<file path="src/rtl/irq_disp_pkg.sv">
package irq_disp_pkg;
  typedef enum logic [1:0] {
    ENT_NONE = 2'd0,
    ENT_HIGH = 2'd1,
    ENT_LOW  = 2'd2
  } entry_e;
endpackage

</file>
<file path="src/rtl/irq_pend_reg.sv">
module irq_pend_reg #(
  parameter int N = 8,
  parameter logic [N-1:0] SW_MASK = '0,
  parameter logic [N-1:0] EDGE_MASK = '0
) (
  input  logic         clk,
  input  logic         rst,
  input  logic [N-1:0] irq_i,
  input  logic         set_we_i,
  input  logic [N-1:0] set_data_i,
  input  logic         clr_we_i,
  input  logic [N-1:0] clr_data_i,
  output logic [N-1:0] pend_o
);
  localparam logic [N-1:0] LVL_MASK = ~(SW_MASK | EDGE_MASK);
  localparam logic [N-1:0] CLR_OK   = SW_MASK | EDGE_MASK;

  logic [N-1:0] irq_q;
  logic [N-1:0] clr_m, set_m, rise, latched, pend_n;

  always_comb begin
    clr_m   = clr_we_i ? (clr_data_i & CLR_OK) : '0;
    set_m   = set_we_i ? (set_data_i & SW_MASK) : '0;
    rise    = irq_i & ~irq_q & EDGE_MASK;
    latched = (pend_o & ~clr_m) | set_m | rise;
    pend_n  = (latched & ~LVL_MASK) | (irq_i & LVL_MASK);
  end

  always_ff @(posedge clk) begin
    if (rst) begin
      irq_q  <= '0;
      pend_o <= '0;
    end else begin
      irq_q  <= irq_i;
      pend_o <= pend_n;
    end
  end
endmodule

</file>
<file path="src/rtl/irq_level_sel.sv">
module irq_level_sel #(
  parameter int N = 8,
  parameter int LW = 3,
  parameter logic [N*LW-1:0] INT_LEVEL = '0
) (
  input  logic [N-1:0]  active_i,
  output logic [LW-1:0] plev_o
);
  localparam int NLV = 1 << LW;

  logic [NLV-1:1] hit;

  for (genvar lv = 1; lv < NLV; lv++) begin : g_lv
    logic [N-1:0] sel;
    for (genvar b = 0; b < N; b++) begin : g_bit
      assign sel[b] = active_i[b] && (INT_LEVEL[b*LW +: LW] == LW'(lv));
    end
    assign hit[lv] = |sel;
  end

  always_comb begin
    plev_o = '0;
    for (int k = 1; k < NLV; k++) begin
      if (hit[k]) plev_o = LW'(k);
    end
  end
endmodule

</file>
<file path="src/rtl/irq_entry_gen.sv">
module irq_entry_gen
  import irq_disp_pkg::*;
#(
  parameter int LW = 3,
  parameter int XLEN = 32,
  parameter logic [XLEN-1:0] VEC_BASE = 'h1000,
  parameter logic [XLEN-1:0] VEC_STRIDE = 'h40,
  parameter logic [XLEN-1:0] KERN_VEC = 'h300,
  parameter logic [XLEN-1:0] USER_VEC = 'h340,
  parameter logic [XLEN-1:0] DBL_VEC = 'h3c0,
  parameter bit HAS_DEPC = 1'b1
) (
  input  logic            ok_i,
  input  logic [LW-1:0]   plev_i,
  input  logic [LW-1:0]   lvl_i,
  input  logic            excm_i,
  input  logic            um_i,
  output entry_e          kind_o,
  output logic [XLEN-1:0] vector_o,
  output logic [LW-1:0]   epc_idx_o,
  output logic [LW+1:0]   new_st_o
);
  localparam logic [LW-1:0] SLOT_DBL = HAS_DEPC ? LW'(0) : LW'(1);

  always_comb begin
    kind_o    = ENT_NONE;
    vector_o  = VEC_BASE + (XLEN'(plev_i) * VEC_STRIDE);
    epc_idx_o = plev_i;
    new_st_o  = {um_i, 1'b1, plev_i};
    if (ok_i) begin
      if (plev_i > LW'(1)) begin
        kind_o = ENT_HIGH;
      end else begin
        kind_o   = ENT_LOW;
        new_st_o = {um_i, 1'b1, lvl_i};
        if (excm_i) begin
          vector_o  = DBL_VEC;
          epc_idx_o = SLOT_DBL;
        end else begin
          vector_o  = um_i ? USER_VEC : KERN_VEC;
          epc_idx_o = LW'(1);
        end
      end
    end
  end
endmodule

</file>
<file path="src/rtl/irq_dispatch.sv">
module irq_dispatch
  import irq_disp_pkg::*;
#(
  parameter int N = 8,
  parameter int LW = 3,
  parameter int XLEN = 32,
  parameter int CAUSE_W = 8,
  parameter int NUM_LVL = 5,
  parameter int EXCM_LEVEL = 1,
  parameter logic [N*LW-1:0] INT_LEVEL = 24'b011_110_101_100_011_010_001_001,
  parameter logic [N-1:0] SW_MASK = 8'b0000_1001,
  parameter logic [N-1:0] EDGE_MASK = 8'b1001_0010,
  parameter logic [CAUSE_W-1:0] L1_CAUSE = 8'd4,
  parameter logic [XLEN-1:0] VEC_BASE = 'h1000,
  parameter logic [XLEN-1:0] VEC_STRIDE = 'h40,
  parameter logic [XLEN-1:0] KERN_VEC = 'h300,
  parameter logic [XLEN-1:0] USER_VEC = 'h340,
  parameter logic [XLEN-1:0] DBL_VEC = 'h3c0,
  parameter bit HAS_DEPC = 1'b1
) (
  input  logic               clk,
  input  logic               rst,
  input  logic [N-1:0]       irq_i,
  input  logic               set_we_i,
  input  logic [N-1:0]       set_data_i,
  input  logic               clr_we_i,
  input  logic [N-1:0]       clr_data_i,
  input  logic               en_we_i,
  input  logic [N-1:0]       en_data_i,
  input  logic [LW+1:0]      status_i,
  input  logic [XLEN-1:0]    pc_i,
  input  logic               wait_req_i,
  input  logic [LW-1:0]      wait_lvl_i,
  output logic [N-1:0]       pend_o,
  output logic               take_o,
  output logic [XLEN-1:0]    vector_o,
  output logic               epc_we_o,
  output logic [LW-1:0]      epc_idx_o,
  output logic [XLEN-1:0]    epc_o,
  output logic               eps_we_o,
  output logic [LW+1:0]      eps_o,
  output logic               st_we_o,
  output logic [LW+1:0]      st_o,
  output logic               exc_req_o,
  output logic [CAUSE_W-1:0] cause_o,
  output logic               halted_o
);
  localparam logic [LW-1:0] EXL  = LW'(EXCM_LEVEL);
  localparam logic [LW-1:0] NLVL = LW'(NUM_LVL);

  logic [N-1:0]    en_q;
  logic [LW-1:0]   eff_lvl, cur_lvl, plev;
  logic            excm, um, ok;
  entry_e          kind;
  logic [XLEN-1:0] vec_n;
  logic [LW-1:0]   idx_n;
  logic [LW+1:0]   st_n;

  irq_pend_reg #(.N(N), .SW_MASK(SW_MASK), .EDGE_MASK(EDGE_MASK)) u_pend (
    .clk(clk), .rst(rst), .irq_i(irq_i),
    .set_we_i(set_we_i), .set_data_i(set_data_i),
    .clr_we_i(clr_we_i), .clr_data_i(clr_data_i),
    .pend_o(pend_o)
  );

  irq_level_sel #(.N(N), .LW(LW), .INT_LEVEL(INT_LEVEL)) u_sel (
    .active_i(pend_o & en_q), .plev_o(plev)
  );

  always_comb begin
    eff_lvl = wait_req_i ? wait_lvl_i : status_i[LW-1:0];
    excm    = status_i[LW];
    um      = status_i[LW+1];
    cur_lvl = (excm && EXL > eff_lvl) ? EXL : eff_lvl;
    ok      = (plev > cur_lvl) && (plev <= NLVL) && !take_o;
  end

  irq_entry_gen #(
    .LW(LW), .XLEN(XLEN), .VEC_BASE(VEC_BASE), .VEC_STRIDE(VEC_STRIDE),
    .KERN_VEC(KERN_VEC), .USER_VEC(USER_VEC), .DBL_VEC(DBL_VEC), .HAS_DEPC(HAS_DEPC)
  ) u_ent (
    .ok_i(ok), .plev_i(plev), .lvl_i(eff_lvl), .excm_i(excm), .um_i(um),
    .kind_o(kind), .vector_o(vec_n), .epc_idx_o(idx_n), .new_st_o(st_n)
  );

  always_ff @(posedge clk) begin
    if (rst) begin
      en_q      <= '0;
      take_o    <= 1'b0;
      vector_o  <= '0;
      epc_we_o  <= 1'b0;
      epc_idx_o <= '0;
      epc_o     <= '0;
      eps_we_o  <= 1'b0;
      eps_o     <= '0;
      st_we_o   <= 1'b0;
      st_o      <= '0;
      exc_req_o <= 1'b0;
      cause_o   <= '0;
      halted_o  <= 1'b0;
    end else begin
      if (en_we_i) en_q <= en_data_i;
      take_o    <= ok;
      epc_we_o  <= ok;
      eps_we_o  <= (kind == ENT_HIGH);
      exc_req_o <= (kind == ENT_LOW);
      st_we_o   <= ok || wait_req_i;
      if (ok) begin
        vector_o  <= vec_n;
        epc_idx_o <= idx_n;
        epc_o     <= pc_i;
        eps_o     <= {um, excm, eff_lvl};
        st_o      <= st_n;
        if (kind == ENT_LOW) cause_o <= L1_CAUSE;
      end else if (wait_req_i) begin
        st_o <= {um, excm, eff_lvl};
      end
      if (ok) halted_o <= 1'b0;
      else if (wait_req_i) halted_o <= 1'b1;
    end
  end
endmodule

</file>
<file path="config.mk">
export PLATFORM = sky130hd
export DESIGN_NAME = irq_dispatch
export DESIGN_NICKNAME = d
export VERILOG_FILES = /design/src/rtl/irq_disp_pkg.sv /design/src/rtl/irq_pend_reg.sv /design/src/rtl/irq_level_sel.sv /design/src/rtl/irq_entry_gen.sv /design/src/rtl/irq_dispatch.sv
export SDC_FILE = /design/constraint.sdc
export NUM_CORES = 1
export LEC_CHECK = 0
export ABC_CLOCK_PERIOD_IN_PS = 3100
export BUFFER_PORTS_ARGS = -buffer_cell sky130_fd_sc_hd__clkbuf_2
export CORE_MARGIN = 4
export CORE_UTILIZATION = 40
export DETAILED_ROUTE_END_ITERATION = 8
export PLACE_DENSITY = 0.78
export SYNTH_ARGS = -nofsm -noshare
export SYNTH_HDL_FRONTEND = slang
export SYNTH_SLANG_ARGS = --single-unit
</file>
<file path="constraint.sdc">
create_clock -name clk -period 3.1 [get_ports clk]
set_input_delay 0.31 -clock clk [delete_from_list [all_inputs] [get_ports clk]]
set_output_delay 0.31 -clock clk [all_outputs]
set_load 0.02 [all_outputs]
</file>
[After elaboration in Yosys (flattened, before gate mapping)]
Cells that the tools add are included.
W data, S select, Z words.
Word-level totals
  register bits: 107
  bits in latches: 0
  bits in writable memories: 0
  memory bits (read-only): 0
  input bits: 78
  output and inout bits: 99
  word-level logic and storage cells: 59
  memories: 0
Operators by class
  add/sub/neg operators: 1
  multipliers: 0
  divide/modulo/power cells: 0
  order comparisons: 4
  eq/ne operators: 2
  shift-type cells: 0
  multiplexer cells: 20
  bitwise logic cells: 8
  reduce and logical (&&, ||, !) cells: 10
Operator list (count)
  $mux W32: 2
  $mux W3: 9
  $and A8 B8 Y8: 3
  $not A8 Y8: 2
  $or A8 B8 Y8: 2
  $add A13 B9 Y14 const A: 1
  $mux W5: 2
  $mux W8: 1
  $or A8 B7 Y8: 1
  $mux W7: 1
  $reduce_or A2 Y1: 3
  $mux W2: 2
  $mux W4: 1
  $gt A1 B3 Y1 const A: 1
  $gt A3 B1 Y1 const B: 1
  $gt A3 B3 Y1: 1
  $le A3 B3 Y1 const B: 1
  $logic_and A1 B1 Y1: 3
  $eq A2 B1 Y1 const B: 1
  $eq A2 B2 Y1 const B: 1
  $mux W1: 2
  $reduce_and A2 Y1: 1
  $reduce_bool A2 Y1: 1
  $logic_not A1 Y1: 1
  $logic_or A1 B1 Y1: 1

[Depth between registers and ports, before layout]
  depth after elaboration: 14
  depth in mapped cells: 13
  depth with buffers taken out: 11

[Modules after synthesis]
From an unflattened synthesis, not the netlist that was laid out.
Second synthesis, totals
  cell total of the unflattened synthesis: 515
  area, all modules: 4411.7 um^2
Modules (own cells, without submodules)
  irq_dispatch: times used 1, cells an instance 423, area each 3611.0 um^2, sequential area each 1821.7 um^2
  irq_pend_reg: times used 1, cells an instance 36, area each 392.9 um^2, sequential area each 220.2 um^2
  irq_entry_gen: times used 1, cells an instance 48, area each 354.1 um^2, sequential area each 0.0 um^2
  irq_level_sel: times used 1, cells an instance 8, area each 53.8 um^2, sequential area each 0.0 um^2

[Worst setup path before layout]
No wires, ideal clock.
  path kind: register to register
  start point: reg u_pend.pend_o[7]
  end point: reg st_o[2]
  setup time: 0.079 ns
  arrival time: 2.391 ns
  data required time: 3.021 ns
  path slack: 0.630 ns
  cell stages (with the launch flop): 10
  path buffers: 1
  clock period less this slack: 2.470 ns
  path through: dfxtp_1 a222oi_1 o21ai_0 ha_1 nand3_1 and3b_4 and2_1 buf_2 mux2_4 a211oi_2
On the way
  word-level cells in the longest chain between the ends: 10
  elaborated cells on any way between the ends: 14
  classes of those cells: order compare: 3; mux: 6; bitwise: 1; reduce/logical: 4
Ends and longest elaborated chain
  start, declared: RTL line irq_pend_reg.sv:13  | output logic [N-1:0] pend_o
  start signal, assigned: RTL line irq_pend_reg.sv:35  | pend_o <= pend_n;
  $and A8 B8 Y8 *: RTL line irq_dispatch.sv:67  | .active_i(pend_o & en_q), .plev_o(plev)
  $reduce_or A2 Y1 *: RTL line irq_level_sel.sv:18  | assign hit[lv] = |sel;
  $mux W3 * (4 in series): RTL line irq_level_sel.sv:24  | if (hit[k]) plev_o = LW'(k);
  $gt A3 B3 Y1 / $le A3 B3 Y1 (equally long branches): RTL line irq_dispatch.sv:75  | ok = (plev > cur_lvl) && (plev <= NLVL) && !take_o;
  $logic_and A1 B1 Y1 (2 in series): RTL line irq_dispatch.sv:75
  $mux W5 / $reduce_bool A2 Y1 (equally long branches)
  end signal, assigned: RTL line irq_dispatch.sv:113  | st_o <= st_n;
  end signal, assigned: RTL line irq_dispatch.sv:116  | st_o <= {um, excm, eff_lvl};
  end, declared: RTL line irq_dispatch.sv:43  | output logic [LW+1:0] st_o,
Mark *: on every way between the ends. The rest lies on a longest branch, timed or not.
A chain may end at the register's enable or synchronous reset.

[Worst setup path in the final report]
  start point: reg u_pend.pend_o[7]
  end point: reg eps_o[0]
On the way
  word-level cells in the longest chain between the ends: 9
  elaborated cells on any way between the ends: 10
  classes of those cells: order compare: 2; mux: 4; bitwise: 1; reduce/logical: 3
Ends and longest elaborated chain
  $and A8 B8 Y8 *: RTL line irq_dispatch.sv:67
  $reduce_or A2 Y1 *: RTL line irq_level_sel.sv:18
  $mux W3 * (4 in series): RTL line irq_level_sel.sv:24
  $gt A3 B3 Y1 / $le A3 B3 Y1 (equally long branches): RTL line irq_dispatch.sv:75
  $logic_and A1 B1 Y1 * (2 in series): RTL line irq_dispatch.sv:75
  end signal, assigned: RTL line irq_dispatch.sv:112  | eps_o <= {um, excm, eff_lvl};
  end, declared: RTL line irq_dispatch.sv:41  | output logic [LW+1:0] eps_o,
Marks and branches as above.

==> results by group <==
Status
  • Result of the run: finished, final reports clean

Yosys
  • Number of warnings printed during yosys synthesis: 0
  • Top flip-flop cell by instance count after synthesis: dfxtp_1
  • Yosys reg bits: 75
  • Number of standard cells after synthesis: about 370
  • Number of enable-type register cells in the synthesized netlist: 0
  • Number of distinct standard cells referenced by the synthesized netlist: 40
  • Proportion of synthesized chip area in sequential cells: between 40 and 50%
  • Netlist area before placement: about 3100 sq um
  • Asr flop ratio synth: 0%
  • Avg Synthesized Cell Area: between 8 and 9 sq um

Worst setup path
  • Critical path class: reg2reg
  • Internal reg-to-reg setup slack: 400 ps
  • CP endpoint kind: register
  • Maximum fanout encountered on the critical timing path: 16
  • Req. time, crit path: between 3000 and 4000 ps
  • Category of the worst setup path launch point: register
  • R2R cell count: 10
  • Worst Path Arrival: around 3000 ps
  • R2R Path Start: u_pend.pend_o[7]$_SDFF_PP0_
  • Endpoint of the lowest-slack register-to-register path: eps_o[0]$_SDFFE_PP0P_

Clock network
  • TritonCTS clock tree: yes
  • Total number of clock tree sinks: 75
  • Hold buffer count at CTS: 0
  • Htree depth: 3
  • Clock latency at the later pin of the worst-skew pair: 340 ps
  • Post-CTS setup buffer count: 0
  • Number of buffers on the longest clock path: 2
  • Gates resized, CTS repair: 0
  • CTS root buf: clkbuf_8
  • Reg clk slew, reported paths: 80 ps
  • Number of buffers inserted during clock tree synthesis: 9

STA
  • Setup repair after global routing missed its margin: no
  • Achievable clock frequency: approximately 370 MHz
  • Time the final worst path needs with I/O delays and setup: roughly 2700 ps
  • Final count of pins violating max slew: 0
  • Worst-margin pin slew: 1090 ps
  • Hold Violations, Final: 0
  • Share of the clock period used by the worst path after layout: between 80 and 90%
  • Skew final: approximately 8.3 ps
  • Final setup vio count: 0
  • Final WS setup: about 400 ps
  • Relative slew margins: a little over a quarter
  • Fin Setup TNS: 0 ps

Drt
  • Via/cell ratio: around 4.7
  • Number of violations reported at the end of detailed-routing iteration 0: 84
  • First-pass iteration count of the detailed router: 4
  • Via count: about 2,800
  • Routed wire length: 7.74 mm
  • Drc violations: 0
  • Antenna-violating nets left: 0
  • Routed wirelength normalized by instance count: approximately 13 um

Worst hold path
  • Class of the tightest hold or removal check: in2reg
  • Source of the worst hold timing path: irq_i[2]
  • Hold Path Cell Cnt: 2
  • End point of the worst hold path: u_pend.pend_o[2]$_SDFF_PP0_

Layout
  • P&R area growth vs syn: 26.0%
  • Layout cells sized above 1: 33.9%
  • Most frequent standard cell in the layout excluding fill and tap cells: clkbuf_2
  • Fill cells: a little under 800
  • Commonest cells after routing, fill and taps aside: clkbuf_2 (131), nand2_1 (84), dfxtp_1 (75)
  • Fin area: between 3000 and 4000 sq um
  • Net total in the final layout: around 570
  • Diode insertion count for antenna repair: 0

GRT
  • Aggregate global routing overflow: 0
  • Via count of the first global-routing pass: 2,659
  • First-pass GRT wire length: between 10 and 15 mm
  • Pin count of the biggest net entering global routing: 54
  • Number of antenna violations at the first check in global routing: 0
  • Overall track demand over capacity in global routing: between 10% and 20%

Place
  • Final RePlAce weighted congestion: 0.801
  • Count of port buffers added during placement: around 130
  • Placed inst area: 3730 sq um
  • Place WS: 369 ps
  • HPWL reported at the end of detailed placement: between 5 and 6 mm

Flow run
  • Reported max-cap violation count: 0

Die
  • Effective utilization at floorplan: around two fifths
  • # IOs: 177
  • Width of the die: ~97 um
  • Floorplan die area: 9320 sq um
  • Die span in y: approximately 97 um
  • Total number of placement rows: 32
  • Total core area: 7690 sq um

Power and ir drop
  • Max VDD drop: 0.000273 V
  • Power density over the cells: 635 nW/um^2
  • Leak Pwr: ~1.9 nW
==> registers in the layout, indices dropped and copies added (netlist names), 3 cells and up <==
register,flops
en_q,8
st_o,5
epc_o,32
eps_o,5
u_pend.irq_q,3
epc_idx_o,3
vector_o,5
u_pend.pend_o,8
==> cells by family (layout without fill, tap and decap cells) <==
group | after synthesis | after routing | share of synthesized area [%]
other | 1 | 34 | 0.120
AOI/OAI and AO/OA | 71 | 71 | 14.0
muxes | 15 | 15 | 5.03
adders and majority gates | 3 | 3 | 1.20
DFF | 75 | 75 | 47.9
and+or+nand+nor | 141 | 141 | 19.8
buffers and inverters | 59 | 156 | 12.0
==> critical path, cell delays in order (launching register included) <==
cell      delay (ps)
dfxtp_1          360
a222oi_1         410
buf_4            200
o21ai_0           90
ha_1             320
nand3_1           90
and3b_4          240
and2_2           330
buf_4            260
nor2_1            60
a211oi_1         220
==> metrics by stage <==
step	util (%)	cells	hold WS [ps]	power, mW
6_report	51.4	597	176	2.51
3_3_place_gp	48.5	581	438	1.69
4_1_cts	51.4	597	158	2.54
2_1_floorplan	-	398	438	1.55
3_5_place_dp	48.5	581	442	1.71
5_1_grt	51.4	597	161	2.65
==> power by group <==
part           leakage (nW)  internal (mW)  total (mW)  switching [mW]
logic                  1.15          0.201       0.575           0.374
clock network         0.111          0.477       0.825           0.348
registers             0.615           1.06        1.11          0.0514
==> how the worst max path moves through the flow <==
stage	cells past startpoint	startpoint	endpoint	slack (ps)
floorplan	9	u_pend.pend_o[7]$_SDFF_PP0_	st_o[2]$_SDFFE_PP0P_	630
CTS	10	u_pend.pend_o[7]$_SDFF_PP0_	eps_o[2]$_SDFFE_PP0P_	430
global route	10	u_pend.pend_o[7]$_SDFF_PP0_	eps_o[0]$_SDFFE_PP0P_	230
global placement	11	wait_req_i	st_o[2]$_SDFFE_PP0P_	430
detailed placement	11	wait_req_i	eps_o[2]$_SDFFE_PP0P_	370
finish	10	u_pend.pend_o[7]$_SDFF_PP0_	eps_o[0]$_SDFFE_PP0P_	400
==> area by class of cell <==
type	count	area [sq um]	area share, %
clock buffers	12	145	3.67
repair buffers	139	716	18.1
inverters	1	3.75	0.0950
multi-input cells	264	1380	35.0
well taps	102	128	3.23
flip-flops and latches	75	1500	38.0
clock inverters	4	73.8	1.87
==> cells in the mapped netlist (2+ instances only) <==
cell type  instances  area (sq um)
nand2_1           84           315
dfxtp_1           75          1500
a21oi_1           45           225
buf_4             39           293
nor2_1            28           105
mux2i_1           12           120
nor2b_1            9          56.3
clkbuf_1           7          26.3
buf_1              6          22.5
buf_2              6          30.0
o21ai_0            6          30.0
a22oi_1            5          37.5
nor3_1             5          25.0
a211oi_1           4          30.0
ha_1               3          37.5
nand3_1            3          15.0
a211oi_2           2          25.0
mux2_2             2          22.5
nand2_2            2          12.5
nand2b_1           2          12.5
==> per-layer routing <==
metal  part of all wire, %  up-vias  global-route usage (%)
li1                      -     1390                       -
met1                    41     1284                    19.7
met2                    49      101                    27.4
met3                   7.7       12                    3.80
met4                   2.3        0                    7.83
met5                     0        -                       0
Note: power is estimated with default switching activity, not from simulation.
